--- src/rtl/nvm_poll_pkg.sv ---
package nvm_poll_pkg;

    typedef enum logic [1:0] {
        ST_IDLE = 2'd0,
        ST_SEND = 2'd1,
        ST_WAIT = 2'd2
    } seq_state_e;

    typedef enum logic {
        POLL_BUS_EN     = 1'b0,
        POLL_CTRL_BUSY  = 1'b1
    } poll_mode_e;

    typedef struct packed {
        logic ok;
        logic timeout;
    } poll_result_t;

    localparam int unsigned ADDR_BYTES   = 4;
    localparam int unsigned BUSY_BIT     = 7;
    localparam int unsigned IDX_W        = 3;

    // reply is "good" when it shows the readiness condition for the mode
    function automatic logic reply_good(input poll_mode_e m,
                                        input logic [7:0] rx,
                                        input int unsigned flag_bit);
        if (m == POLL_BUS_EN)
            return rx[flag_bit];
        else
            return ~rx[BUSY_BIT];
    endfunction

endpackage

--- src/rtl/nvm_poll_txsel.sv ---
module nvm_poll_txsel
    import nvm_poll_pkg::*;
#(
    parameter logic [7:0]  CS_LOAD_OP     = 8'h80,
    parameter logic [7:0]  STATUS_REG_IDX = 8'h00,
    parameter logic [7:0]  DIRECT_LOAD_OP = 8'h00,
    parameter logic [1:0]  SIZE_1B_CODE   = 2'b00,
    parameter logic [31:0] NVM_REG_BASE   = 32'h0100_01C0,
    parameter logic [7:0]  STATUS_OFFSET  = 8'h0F
) (
    input  poll_mode_e        mode,
    input  logic [IDX_W-1:0]  idx,
    output logic [7:0]        tx_byte,
    output logic              last
);
    localparam logic [31:0] TARGET_ADDR = NVM_REG_BASE + {24'h0, STATUS_OFFSET};
    localparam logic [7:0]  BUS_CMD     = CS_LOAD_OP | STATUS_REG_IDX;
    localparam logic [7:0]  BUSY_CMD    = DIRECT_LOAD_OP | {4'b0000, SIZE_1B_CODE, 2'b00};

    logic [7:0] addr_b [ADDR_BYTES];

    for (genvar g = 0; g < ADDR_BYTES; g++) begin : g_addr
        assign addr_b[g] = TARGET_ADDR[8*g +: 8];
    end

    always_comb begin
        if (mode == POLL_BUS_EN)
            last = (idx == '0);
        else
            last = (idx == IDX_W'(ADDR_BYTES));

        if (idx == '0)
            tx_byte = (mode == POLL_BUS_EN) ? BUS_CMD : BUSY_CMD;
        else
            tx_byte = addr_b[2'(idx - IDX_W'(1))];
    end
endmodule

--- src/rtl/nvm_poll_tries.sv ---
module nvm_poll_tries #(
    parameter int unsigned LIMIT = 255
) (
    input  logic clk,
    input  logic rst,
    input  logic clr,
    input  logic inc,
    output logic exhausted
);
    localparam int unsigned CW = $clog2(LIMIT + 1);

    logic [CW-1:0] count_q;

    assign exhausted = (count_q == CW'(LIMIT - 1));

    always_ff @(posedge clk) begin
        if (rst || clr)
            count_q <= '0;
        else if (inc && !exhausted)
            count_q <= count_q + CW'(1);
    end

    // attempt count never passes the limit
    a_r4_count_bounded: assert property (@(posedge clk) disable iff (rst)
        count_q < CW'(LIMIT));
endmodule

--- src/rtl/nvm_poll_seq.sv ---
module nvm_poll_seq
    import nvm_poll_pkg::*;
#(
    parameter logic [7:0]  CS_LOAD_OP     = 8'h80,
    parameter logic [7:0]  STATUS_REG_IDX = 8'h00,
    parameter int unsigned NVM_FLAG_BIT   = 1,
    parameter logic [7:0]  DIRECT_LOAD_OP = 8'h00,
    parameter logic [1:0]  SIZE_1B_CODE   = 2'b00,
    parameter logic [31:0] NVM_REG_BASE   = 32'h0100_01C0,
    parameter logic [7:0]  STATUS_OFFSET  = 8'h0F,
    parameter int unsigned MAX_TRIES      = 255
) (
    input  logic       clk,
    input  logic       rst,
    input  logic       start,
    input  logic       mode,
    output logic [7:0] tx_data,
    output logic       tx_valid,
    input  logic       tx_ready,
    output logic       rx_en,
    input  logic [7:0] rx_data,
    input  logic       rx_valid,
    output logic       busy,
    output logic       done,
    output logic       ok,
    output logic       timeout
);
    seq_state_e         state_q;
    poll_mode_e         mode_q;
    logic [IDX_W-1:0]   idx_q;
    logic               done_q;
    poll_result_t       res_q;

    logic last_byte, exhausted, tx_fire, rx_fire, good, launch, miss;

    nvm_poll_txsel #(
        .CS_LOAD_OP     (CS_LOAD_OP),
        .STATUS_REG_IDX (STATUS_REG_IDX),
        .DIRECT_LOAD_OP (DIRECT_LOAD_OP),
        .SIZE_1B_CODE   (SIZE_1B_CODE),
        .NVM_REG_BASE   (NVM_REG_BASE),
        .STATUS_OFFSET  (STATUS_OFFSET)
    ) i_txsel (
        .mode    (mode_q),
        .idx     (idx_q),
        .tx_byte (tx_data),
        .last    (last_byte)
    );

    assign tx_valid = (state_q == ST_SEND);
    assign rx_en    = (state_q == ST_WAIT);
    assign busy     = (state_q != ST_IDLE);
    assign tx_fire  = tx_valid && tx_ready;
    assign rx_fire  = rx_en && rx_valid;
    assign launch   = (state_q == ST_IDLE) && start;
    assign good     = reply_good(mode_q, rx_data, NVM_FLAG_BIT);
    assign miss     = rx_fire && !good && (mode_q == POLL_BUS_EN);

    nvm_poll_tries #(.LIMIT(MAX_TRIES)) i_tries (
        .clk       (clk),
        .rst       (rst),
        .clr       (launch),
        .inc       (miss),
        .exhausted (exhausted)
    );

    always_ff @(posedge clk) begin
        if (rst) begin
            state_q <= ST_IDLE;
            mode_q  <= POLL_BUS_EN;
            idx_q   <= '0;
            done_q  <= 1'b0;
            res_q   <= '0;
        end else begin
            done_q <= 1'b0;
            res_q  <= '0;
            unique case (state_q)
                ST_IDLE: begin
                    if (start) begin
                        mode_q  <= poll_mode_e'(mode);
                        idx_q   <= '0;
                        state_q <= ST_SEND;
                    end
                end
                ST_SEND: begin
                    if (tx_fire) begin
                        if (last_byte) begin
                            idx_q   <= '0;
                            state_q <= ST_WAIT;
                        end else begin
                            idx_q <= idx_q + IDX_W'(1);
                        end
                    end
                end
                ST_WAIT: begin
                    if (rx_fire) begin
                        if (good) begin
                            done_q   <= 1'b1;
                            res_q.ok <= 1'b1;
                            state_q  <= ST_IDLE;
                        end else if (mode_q == POLL_BUS_EN && exhausted) begin
                            done_q        <= 1'b1;
                            res_q.timeout <= 1'b1;
                            state_q       <= ST_IDLE;
                        end else begin
                            state_q <= ST_SEND;
                        end
                    end
                end
                default: state_q <= ST_IDLE;
            endcase
        end
    end

    assign done    = done_q;
    assign ok      = res_q.ok;
    assign timeout = res_q.timeout;

    // offered byte held until accepted
    a_r7_tx_hold: assert property (@(posedge clk) disable iff (rst)
        (tx_valid && !tx_ready) |=> (tx_valid && $stable(tx_data)));

    // single-cycle completion pulse, result only with it
    a_r9_done_pulse: assert property (@(posedge clk) disable iff (rst)
        done |=> !done);
    a_r9_result_gated: assert property (@(posedge clk) disable iff (rst)
        (ok || timeout) |-> done);
    a_r9_one_result: assert property (@(posedge clk) disable iff (rst)
        done |-> ($countones({ok, timeout}) == 1 && !busy));

    // unbounded mode never times out
    a_r6_no_timeout: assert property (@(posedge clk) disable iff (rst)
        timeout |-> (mode_q == POLL_BUS_EN));

    // latched mode is frozen while a poll runs
    a_r8_mode_frozen: assert property (@(posedge clk) disable iff (rst)
        busy |=> (!busy || $stable(mode_q)));

    // byte index stays inside the five-byte frame
    a_r5_idx_range: assert property (@(posedge clk) disable iff (rst)
        idx_q <= IDX_W'(ADDR_BYTES));
endmodule

--- config.mk ---
export PLATFORM = sky130hd
export DESIGN_NAME = nvm_poll_seq
export DESIGN_NICKNAME = d
export VERILOG_FILES = /design/src/rtl/nvm_poll_pkg.sv /design/src/rtl/nvm_poll_txsel.sv /design/src/rtl/nvm_poll_tries.sv /design/src/rtl/nvm_poll_seq.sv
export SDC_FILE = /design/constraint.sdc
export NUM_CORES = 1
export LEC_CHECK = 0
export BUFFER_PORTS_ARGS = -buffer_cell sky130_fd_sc_hd__buf_2
export CORE_ASPECT_RATIO = 0.9
export CORE_MARGIN = 2
export CORE_UTILIZATION = 40
export CTS_CLUSTER_SIZE = 28
export DETAILED_ROUTE_END_ITERATION = 7
export PLACE_DENSITY = 0.71
export SYNTH_ARGS = -nofsm -noshare
export SYNTH_HDL_FRONTEND = slang
export SYNTH_SLANG_ARGS = --single-unit
export TNS_END_PERCENT = 50
--- constraint.sdc ---
create_clock -name clk -period 2.3 [get_ports clk]
set_input_delay 0.69 -clock clk [delete_from_list [all_inputs] [get_ports clk]]
set_output_delay 0.69 -clock clk [all_outputs]
set_load 0.1 [all_outputs]
# Word level (Yosys, flattened, before mapping)
# Index checks and enable logic that the tools add are counted.
[op_classes] addsub=3 order_cmp=1 n_eq_ne=8 muxes=21 n_bitwise=5 reduce_logical=19
[op_table] op="$mux W8" count=4
[op_table] op="$bmux W8 S2" count=1
[op_table] op="$mux W3" count=3
[op_table] op="$add A8 B1 Y8 const B" count=1
[op_table] op="$eq A8 B8 Y1 const B" count=1
[op_table] op="$mux W2" count=4
[op_table] op="$logic_and A1 B1 Y1" count=7
[op_table] op="$mux W1" count=7
[op_table] op="$ne A2 B1 Y1 const B" count=3
[op_table] op="$pmux W2 S3" count=1
[op_table] op="$pmux W3 S2" count=1
[op_table] op="$not A1 Y1" count=4
[op_table] op="$reduce_and A4 Y1" count=1
[op_table] op="$reduce_bool A2 Y1" count=2
[op_table] op="$reduce_or A4 Y1" count=1
[op_table] op="$add A3 B1 Y3 const B" count=1
[op_table] op="$eq A3 B3 Y1 const B" count=1
[op_table] op="$ge A3 B3 Y1 const B" count=1
[op_table] op="$logic_not A3 Y1" count=1
[op_table] op="$not A2 Y3" count=1
[op_table] op="$reduce_and A3 Y1" count=1
[op_table] op="$reduce_or A3 Y1" count=1
[op_table] op="$eq A2 B1 Y1 const B" count=1
[op_table] op="$eq A2 B2 Y1 const B" count=1
[op_table] op="6 further kinds" count=7
[word_totals] register_bits=17 in_bits=14 out_inout_bits=14

# Longest topological paths before layout
# Gate-level depths: netlist of run 1.
[logic_depth] depth_word=6 depth_mapped=6

# Modules after synthesis
# A second synthesis of run 1 with hierarchy kept.
[unflattened] cells_unflattened=116 hier_area_um2=977.2
[by_module_without_submodules] mod="nvm_poll_seq" n_inst=1 cells_per_inst=52 area_per_inst_um2=449.2 seq_area_each_um2=180.2
[by_module_without_submodules] mod="nvm_poll_tries" n_inst=1 cells_per_inst=51 area_per_inst_um2=442.9 seq_area_each_um2=160.2
[by_module_without_submodules] mod="nvm_poll_txsel" n_inst=1 cells_per_inst=13 area_per_inst_um2=85.1 seq_area_each_um2=0.0

# Worst setup path after synthesis of run 1
# No wires, ideal clock.
[synth_timing] path_kind="register -> output" startpoint="reg idx_q[0]" endpoint="out tx_data[7]" arrival_ps=2449 required_ps=1610 slack_ps=-839 path_stages_with_launch=6 n_path_buf=0 cell_sequence="dfxtp_1 inv_1 ha_1 nand2b_1 and2_1 o21bai_1"
[synth_between] elab_chain_cells=6
[synth_lines] item="start, declared" line_no="nvm_poll_seq.sv:30" source="logic [IDX_W-1:0] idx_q;"
[synth_lines] item="start signal, assigned" line_no="nvm_poll_seq.sv:91" source="idx_q <= idx_q + IDX_W'(1);"
[synth_lines] item="$sub A2 B1 Y2" line_no="nvm_poll_txsel.sv:35" source="tx_byte = addr_b[2'(idx - IDX_W'(1))];"
[synth_lines] item="$not A2 Y3 (implied by the code)" line_no="nvm_poll_txsel.sv:35"
[synth_lines] item="$bmux W8 S2" line_no="nvm_poll_txsel.sv:35"
[synth_lines] item="$mux W8 (implied by the code) (2 in series)" line_no="nvm_poll_txsel.sv:35"
[synth_lines] item="$mux W8 *" line_no="nvm_poll_txsel.sv:32" source="if (idx == '0)"
[synth_lines] item="end, declared" line_no="nvm_poll_seq.sv:17" source="output logic [7:0] tx_data,"
# Every way passes the cells marked *; elsewhere a longest branch is shown, timed or not. The select of a mux whose other input is x is not followed.

# Worst setup path in the final report of run 1
[layout_timing] startpoint="reg idx_q[1]" endpoint="out tx_data[7]"
# Same word-level chain as after synthesis.

==> impl_results.md, run 1 <==
* CTS sink count at 17
* Cell area after placement at 0.00119 mm2
* Routability congestion estimate at 0.799
* Post-Syn Area per Cell at 9.07 um2
* Endpoints failing setup at 0
* R2R cell count at 6
* Post-DP HPWL at 1630 um
* Root Driver: clkbuf_4
* Final ANT Viol Nets at 0
* Initial antenna violation count at 0
* Vias in the first global route at 809
* Hold endpoint: i_tries.count_q[6]
* Synth area leaders: dfxtp_1, ha_1, mux2i_1, buf_4, nor2_1
* Maximum root-to-sink buffer count at 2
* Class of the most critical setup path: reg -> out
* Pwr dens at 483 mW/mm2
* Vias per std cell at 5.33
* Fin Setup TNS at 0 ns
* Final Cycle Share at 95.7%
* Fmax at 454 MHz
* Largest net degree at the start of global routing at 12
* Seq/Total Area, Yosys at 33.2%
* Final Hold Fails at 0
* Row cnt at 17
* Final WS setup at 0.0982 ns
* First-pass GRT wire length at 3590 um
* Worst r2r src: i_tries.count_q[0]
* Total grt overflow at 0
* H-Tree Depth at 1
* Cell taking the most area after synthesis: dfxtp_1
* RSZ-0062 raised after global routing: no
* Worst Path Required at 1.61 ns
* GR Util All Layers at 15.5%
* Drt wl/cell at 12.8 um
* Flops & latches, synth at 17
* Worst setup EP type: output pin
* CTS Buf Count at 3
* Hold path start: i_tries.count_q[6]
* Clk slew on worst S/H paths at 0.09 ns
* Layout area overhead at 23.2%
* Min Tclk post-route at 2.20 ns
* # Max-Cap Violations at 0
* Die width at 57.4 um
* Most frequent cell after synthesis: dfxtp_1
* Post-placement setup slack at 0.183 ns
* # fillers at 224
* CTS tree: yes
* Diode count at 0
* Final core occ at 51.6%
* Final clock skew at 0.00214 ns
* Synth Instances at 113
* Initial DRC count at 38
* Top post-synthesis cells by count: dfxtp_1, nor2_1, nand2_1
* Core area at 0.00245 mm2
* Worst reg2reg endpoint: state_q[0]
* Static Leak at 0.547 nW
* Share of cells above drive strength 1 at 32.1%
* Crit path arrival time at 1.51 ns
* Post-synth top flop: dfxtp_1
* Synth warn at 0
* Total number of vias at 864
* Mapped Area at 0.00102 mm2
* Top cell type's share of synthesized area at 33.2%
* Die ar. at 0.00298 mm2
* Hold crit path type: reg -> reg
* Status: finished, final reports clean
* Crit start category: register
* Starting Density at 41.9%
* IO Port Bufs at 19
* Worst vdd ir at 0.000305 V
* Nets at 155
* Fin. max-slew vios at 0
* Reg-to-reg slack, setup at 0.50 ns
* Post-synth cell types at 45
* DRT Pass-1 Iters at 4
* Die Y at 52.0 um
* # DRC at 0
* Post-route cell area at 0.00126 mm2
* EDFF count, synth at 0
* Largest fanout on the critical path at 4
* Number of top-level pins at 28
* Ys async rst share at 0%
* Worst-Skew Late Latency at 0.29 ns
* WHS Path Cells at 2
* Total routed wirelength at 2080 um
stage by stage:
step | power [W] | hold slack (ns) | std cells
after floorplan | 0.000434 | 0.470 | 114
after global placement | 0.000454 | 0.496 | 153
after detailed placement | 0.000457 | 0.509 | 153
after CTS | 0.000616 | 0.516 | 160
after global routing | 0.000634 | 0.538 | 162
final | 0.000610 | 0.520 | 162
registers in the layout (all words and copies together) (netlist names):
register,cells
mode_q,1
idx_q,3
state_q,2
timeout,1
done,1
ok,1
i_tries.count_q,8
repair_timing:
item,in CTS,in global routing
endpoints found under the setup margin,1,5
gates cloned,0,0
resized for setup,2,5
pin swaps,1,1
hold buffers,0,0
setup buffers,3,2
hold endpoints to repair,0,0
cell type report:
class / instances / area (um2) / area share, %
multi-input cells: 82 / 601 / 47.6
inverters: 6 / 22.5 / 1.78
repair buffers: 25 / 230 / 18.2
well taps: 28 / 35.0 / 2.78
clock buffers: 4 / 26.3 / 2.08
flip-flops and latches: 17 / 348 / 27.6
cell usage in the layout, fill, tap and decap left out, drive strengths merged, types with 5 or more instances in the layout:
cell	netlist	final
mux2i	5	5
dfxtp	17	17
nand2	7	7
or2	5	5
nor2	10	10
inv	6	6
buf	9	25
ha	6	6
per-layer routing:
| metal | up-vias | global-route usage, % | part of all wire (%) |
|---|---|---|---|
| li1 | 439 | - | - |
| met4 | 0 | 6.98 | 1.9 |
| met1 | 403 | 20.2 | 49 |
| met2 | 17 | 25.4 | 46 |
| met3 | 5 | 1.99 | 3.5 |
| met5 | - | 0 | 0 |
cells by family (layout without fill, tap and decap cells):
kind of cell    after synthesis  after routing  synth area share (%)
xor+xnor                      4              4                  3.42
mux                           5              5                  4.88
compound gates               16             16                  13.2
fa+ha+maj                     6              6                  7.33
buf+inv                      15             35                  9.65
other cells                   1              2                 0.366
flops                        17             17                  33.2
simple gates                 49             49                  28.0
how the worst max path moves through the flow:
stage,cells past startpoint,slack [ns],to,start
floorplan,2,-0.19,tx_valid,state_q[0]
global placement,6,0.23,tx_data[7],idx_q[0]
detailed placement,6,0.18,tx_data[7],idx_q[0]
CTS,6,0.03,tx_data[7],idx_q[0]
global route,6,0.003,tx_data[7],idx_q[1]
finish,6,0.1,tx_data[7],idx_q[1]
worst max-delay path: stages, from the launching register on:
cell and delay [ns]:
dfxtp_4 0.37, inv_2 0.06, ha_2 0.17, nand2b_1 0.08
and2_4 0.16, o21bai_2 0.20, buf_12 0.18
power by group:
part	switching [W]	internal, W
Sequential	0.00000982	0.000297
Combinational	0.000103	0.0000399
Clock	0.0000934	0.0000675
No activity file was read; power rests on OpenSTA's default activity.
==> inputs of run 2 (changes only) <==
--- a/config.mk
+++ b/config.mk
@@ -8,10 +8,10 @@
 export BUFFER_PORTS_ARGS = -buffer_cell sky130_fd_sc_hd__buf_2
 export CORE_ASPECT_RATIO = 0.9
 export CORE_MARGIN = 2
-export CORE_UTILIZATION = 40
+export CORE_UTILIZATION = 25
 export CTS_CLUSTER_SIZE = 28
 export DETAILED_ROUTE_END_ITERATION = 7
-export PLACE_DENSITY = 0.71
+export PLACE_DENSITY = 0.51
 export SYNTH_ARGS = -nofsm -noshare
 export SYNTH_HDL_FRONTEND = slang
 export SYNTH_SLANG_ARGS = --single-unit
==> constraint.sdc (replaced) <==
create_clock -name clk -period 2.3 [get_ports clk]
set_input_delay 0.46 -clock clk [delete_from_list [all_inputs] [get_ports clk]]
set_output_delay 0.46 -clock clk [all_outputs]
set_load 0.1 [all_outputs]
==> run 2 against run 1 <==
Against the previous run:
- die area rose by 55%
- sequential power barely moved
- core utilization fell by 22 points
- worst hold slack got worse by 0.085 ns
- design area fell by 6.0%
- non-clock buffer count fell by 3
- critical path depth fell by 1
- worst setup slack improved by 0.027 ns
- routed wire length rose by 8.3%
- maximum frequency rose by 1.2%
==> impl_results.md, run 2 (same netlist as run 1, synthesis figures left out) <==
* Row cnt at 22
* Slowest CP cell: buf_2
* Post-CTS setup buffer count at 0
* H-Tree Depth at 1
* Final ANT Viol Nets at 0
* Worst Path Required at 1.84 ns
* Number of top-level pins at 28
* Crit path arrival time at 1.72 ns
* Worst-path cell chain: inv_1 -> ha_1 -> nand2b_1 -> and2_2 -> buf_2
* Worst setup EP type: output pin
* CTS Buf Count at 3
* Crit start category: register
* Largest net degree at the start of global routing at 12
* Storage element area at 340 um2
* Total grt overflow at 0
* RSZ-0062 raised after global routing: no
* CTS Hold Bufs at 0
* # fillers at 445
* Fmax at 460 MHz
* Most frequent cells in the layout: buf_2, dfxtp_1, nor2_1
* Power consumption at 0.000677 W
* Nets at 152
* Fin Setup TNS at 0 ns
* Biggest regs: i_tries.count_q: 8 flops, idx_q: 3 flops, state_q: 2 flops
* Commonest non-fill, non-tap cell in the layout: buf_2
* Final clock skew at 0.00328 ns
* Fin. max-slew vios at 0
* Final Hold Fails at 0
* Vias in the first global route at 825
* Initial antenna violation count at 0
* Largest fanout on the critical path at 5
* CTS sink count at 17
* Static Leak at 0.519 nW
* Peak per-stage delay on the critical path at 0.43 ns
* Worst vdd ir at 0.000242 V
* Worst-Skew Late Latency at 0.25 ns
* Largest Register: i_tries.count_q
* Die ar. at 0.00463 mm2
* Hold crit path type: in -> reg
* Diode count at 0
* Clk slew on worst S/H paths at 0.07 ns
* IO Port Bufs at 19
* # Max-Cap Violations at 0
* Endpoints failing setup at 0
* Root Driver: clkbuf_8
* Multi-input gate area at 597 um2
* Non-Filler Instances at 179
* Layout area overhead at 15.8%
* Hold path start: tx_ready
* GR Util All Layers at 10.5%
* Final Cycle Share at 94.6%
* Post-cts gate resize count at 1
* Share of cells above drive strength 1 at 27.5%
* DRT Pass-1 Iters at 4
* Drt wl/cell at 12.6 um
* Pwr dens at 571 mW/mm2
* Worst r2r src: i_tries.count_q[0]
* Placed insts at 175
* Post-DP HPWL at 1760 um
* Die width at 71.5 um
* Routability congestion estimate at 0.727
* First-pass GRT wire length at 3840 um
* Largest register FFs at 8
* Vias per std cell at 4.93
* Class of the most critical setup path: reg -> out
* Min Tclk post-route at 2.18 ns
* Status: finished, final reports clean
* Family with the most delay on the worst path: buffers and inverters
* Starting Density at 25.5%
* Maximum root-to-sink buffer count at 2
* CP startpoint: idx_q[0]
* Total routed wirelength at 2250 um
* CTS tree: yes
* Total number of vias at 882
* # DRC at 0
* Initial DRC count at 29
* CP bufs+invs at 2
* Die Y at 64.7 um
* Core area at 0.00402 mm2
-- run 2: metal layers --
layer	vias to the layer above	global-route usage [%]	share of wire, %
li1	431	-	-
met1	420	13.1	45
met2	29	17.4	47
met3	2	3.58	7.5
met4	0	2.12	0.36
met5	-	0	0
-- run 2: layout make-up --
class | count | area share, %
multi-input combinational | 82 | 50.3
timing repair buffer | 22 | 10.1
clock inverter | 1 | 0.422
tap | 48 | 5.06
sequential | 17 | 28.7
clock buffer | 3 | 3.48
inverter | 6 | 1.90
-- run 2: worst paths after layout --
| path | end | slack [ns] | depth (start not counted) |
|---|---|---|---|
| worst min-delay path | state_q[0] | 0.43 | 2 |
| worst max register to register | state_q[0] | 0.40 | 6 |
| worst max-delay path | tx_data[3] | 0.12 | 5 |
| worst min register to register | i_tries.count_q[6] | 0.52 | 2 |
-- run 2: where the power goes --
group,switching (W),internal (W)
combinational,0.000105,0.0000380
clock,0.000108,0.000120
sequential,0.00000675,0.000299
total,0.000220,0.000457
-- run 2: through the flow --
step	util (%)	hold WS (ns)	setup WS, ns	instance area (um2)
global route	29.5	0.448	0.0167	1190
detailed placement	28.3	0.504	0.276	1140
finish	29.5	0.434	0.125	1190
floorplan	-	0.470	-0.0983	1040
CTS	29.5	0.432	0.104	1190
global placement	28.3	0.492	0.332	1140
==> inputs of run 3 (changes only) <==
--- a/config.mk
+++ b/config.mk
@@ -8,10 +8,10 @@
 export BUFFER_PORTS_ARGS = -buffer_cell sky130_fd_sc_hd__buf_2
 export CORE_ASPECT_RATIO = 0.9
 export CORE_MARGIN = 2
-export CORE_UTILIZATION = 25
+export CORE_UTILIZATION = 51
 export CTS_CLUSTER_SIZE = 28
 export DETAILED_ROUTE_END_ITERATION = 7
-export PLACE_DENSITY = 0.51
+export PLACE_DENSITY = 0.85
 export SYNTH_ARGS = -nofsm -noshare
 export SYNTH_HDL_FRONTEND = slang
 export SYNTH_SLANG_ARGS = --single-unit
==> run 3 against run 2 <==
Against the previous run:
- power decreased by 11%
- sequential cell count stayed put
- worst hold slack worse by 0.046 ns
- sequential power about the same
- critical path type unchanged
==> impl_results.md, run 3 (same netlist as run 1, synthesis figures left out) <==
* Nets at 150
* Logic gate share of total power at 22.9%
* Vias per std cell at 5.48
* Sw Ratio at 33.5%
* Storage element area at 342 um2
* Diode count at 0
* Hold crit path type: in -> reg
* CP startpoint: idx_q[1]
* Core area at 0.00191 mm2
* Sequential share of power at 51.0%
* # Max-Cap Violations at 0
* Worst-Skew Late Latency at 0.29 ns
* Final clock skew at 0.00226 ns
* Slowest CP cell: buf_2
* Worst-path cell chain: inv_1 -> ha_1 -> nand2b_1 -> and2_2 -> buf_2
* Share of cells above drive strength 1 at 26.4%
* H-Tree Depth at 1
* Status: finished, final reports clean
* Vias in the first global route at 768
* Cell area after placement at 0.00109 mm2
* Layout area overhead at 10.3%
* GR Util All Layers at 18.9%
* Largest register FFs at 8
* Clk slew on worst S/H paths at 0.09 ns
* Final WS setup at 0.116 ns
* DRT Pass-1 Iters at 4
* Routability congestion estimate at 0.799
* Static Leak at 0.501 nW
* Total grt overflow at 0
* Initial antenna violation count at 0
* Clock Power Share at 26.2%
* First-pass GRT wire length at 3240 um
* Multi-input gate area at 597 um2
* CTS tree: yes
* Psw at 0.000202 W
* CTS sink count at 17
* Fmax at 458 MHz
* Row cnt at 15
* Largest fanout on the critical path at 5
* Post-CTS setup buffer count at 0
* Crit start category: register
* Final ANT Viol Nets at 0
* Fin Setup TNS at 0 ns
* Final Hold Fails at 0
* Worst r2r src: i_tries.count_q[0]
* Family with the most delay on the worst path: buffers and inverters
* Worst setup EP type: output pin
* Largest net degree at the start of global routing at 12
* CP bufs+invs at 2
* Drt wl/cell at 13.2 um
* Number of top-level pins at 28
* Post-DP HPWL at 1570 um
* Most frequent cells in the layout: buf_2, dfxtp_1, nor2_1
* Worst vdd ir at 0.000363 V
* # DRC at 0
* Biggest regs: i_tries.count_q: 8 flops, idx_q: 3 flops, state_q: 2 flops
* Commonest non-fill, non-tap cell in the layout: buf_2
* Fin. max-slew vios at 0
* Total number of vias at 844
* Total routed wirelength at 2030 um
* Min Tclk post-route at 2.18 ns
* Post-route cell area at 0.00113 mm2
* Crit path arrival time at 1.72 ns
* RSZ-0062 raised after global routing: yes
* Internal at 0.000402 W
* CTS Buf Count at 3
* Starting Density at 53.5%
* Pwr dens at 535 mW/mm2
* Post-placement setup slack at 0.259 ns
* Largest Register: i_tries.count_q
* Worst Path Required at 1.84 ns
* Peak per-stage delay on the critical path at 0.44 ns
* # fillers at 173
* Initial DRC count at 11
* Hold path start: tx_ready
* Final core occ at 59.0%
* Die ar. at 0.00238 mm2
* Power consumption at 0.000604 W
* IO Port Bufs at 19
* Die width at 51.3 um
* Class of the most critical setup path: reg -> out
* Final Cycle Share at 94.9%
* Maximum root-to-sink buffer count at 2
* Die Y at 46.5 um
* Root Driver: clkbuf_4
* Endpoints failing setup at 0
run 3: what timing repair did:
action	in CTS	in global routing
endpoints found under the hold margin	0	0
setup endpoints to repair	1	6
hold buffers	0	0
gates resized for setup	1	3
run 3: per-layer routing:
layer | vias to the layer above | GRT usage (%) | part of all wire (%)
li1 | 426 | - | -
met1 | 395 | 21.9 | 46
met2 | 19 | 32.2 | 47
met3 | 4 | 7.14 | 4.1
met4 | 0 | 7.37 | 2.3
met5 | - | 0 | 0
run 3: final cells by class:
class	instances	area share [%]
Clock buffer	4	2.33
Inverter	6	1.99
Multi-Input combinational cell	82	52.8
Sequential cell	17	30.2
Tap cell	25	2.77
Timing Repair Buffer	20	9.86
run 3: stage by stage:
stage	cells	hold WS, ns
final	154	0.388
after global routing	154	0.377
after CTS	154	0.382
after detailed placement	150	0.494
after global placement	150	0.487
after floorplan	114	0.470
run 3: worst reg2reg max path, delay by kind of cell (launching register included):
family	cells	cell delay [ns]
flops	1	0.34
buf+inv	1	0.09
simple gates	1	0.26
compound gates	3	0.83
fa+ha+maj	1	0.22
run 3: path summary, 6_finish.rpt:
path	endpoint	slack, ns	cells after the start
worst min register to register	idx_q[0]	0.50	2
worst max-delay path	tx_data[2]	0.12	5
worst min-delay path	state_q[0]	0.39	2
worst max register to register	state_q[0]	0.45	6
run 3: power groups by stage:
stage / registers [W] / clock network [W] / logic (W)
after CTS: 0.000308 / 0.000164 / 0.000137
after global placement: 0.000314 / 0 / 0.000133
final: 0.000308 / 0.000158 / 0.000138
after detailed placement: 0.000315 / 0 / 0.000135
after global routing: 0.000309 / 0.000180 / 0.000145
after floorplan: 0.000311 / 0 / 0.000124
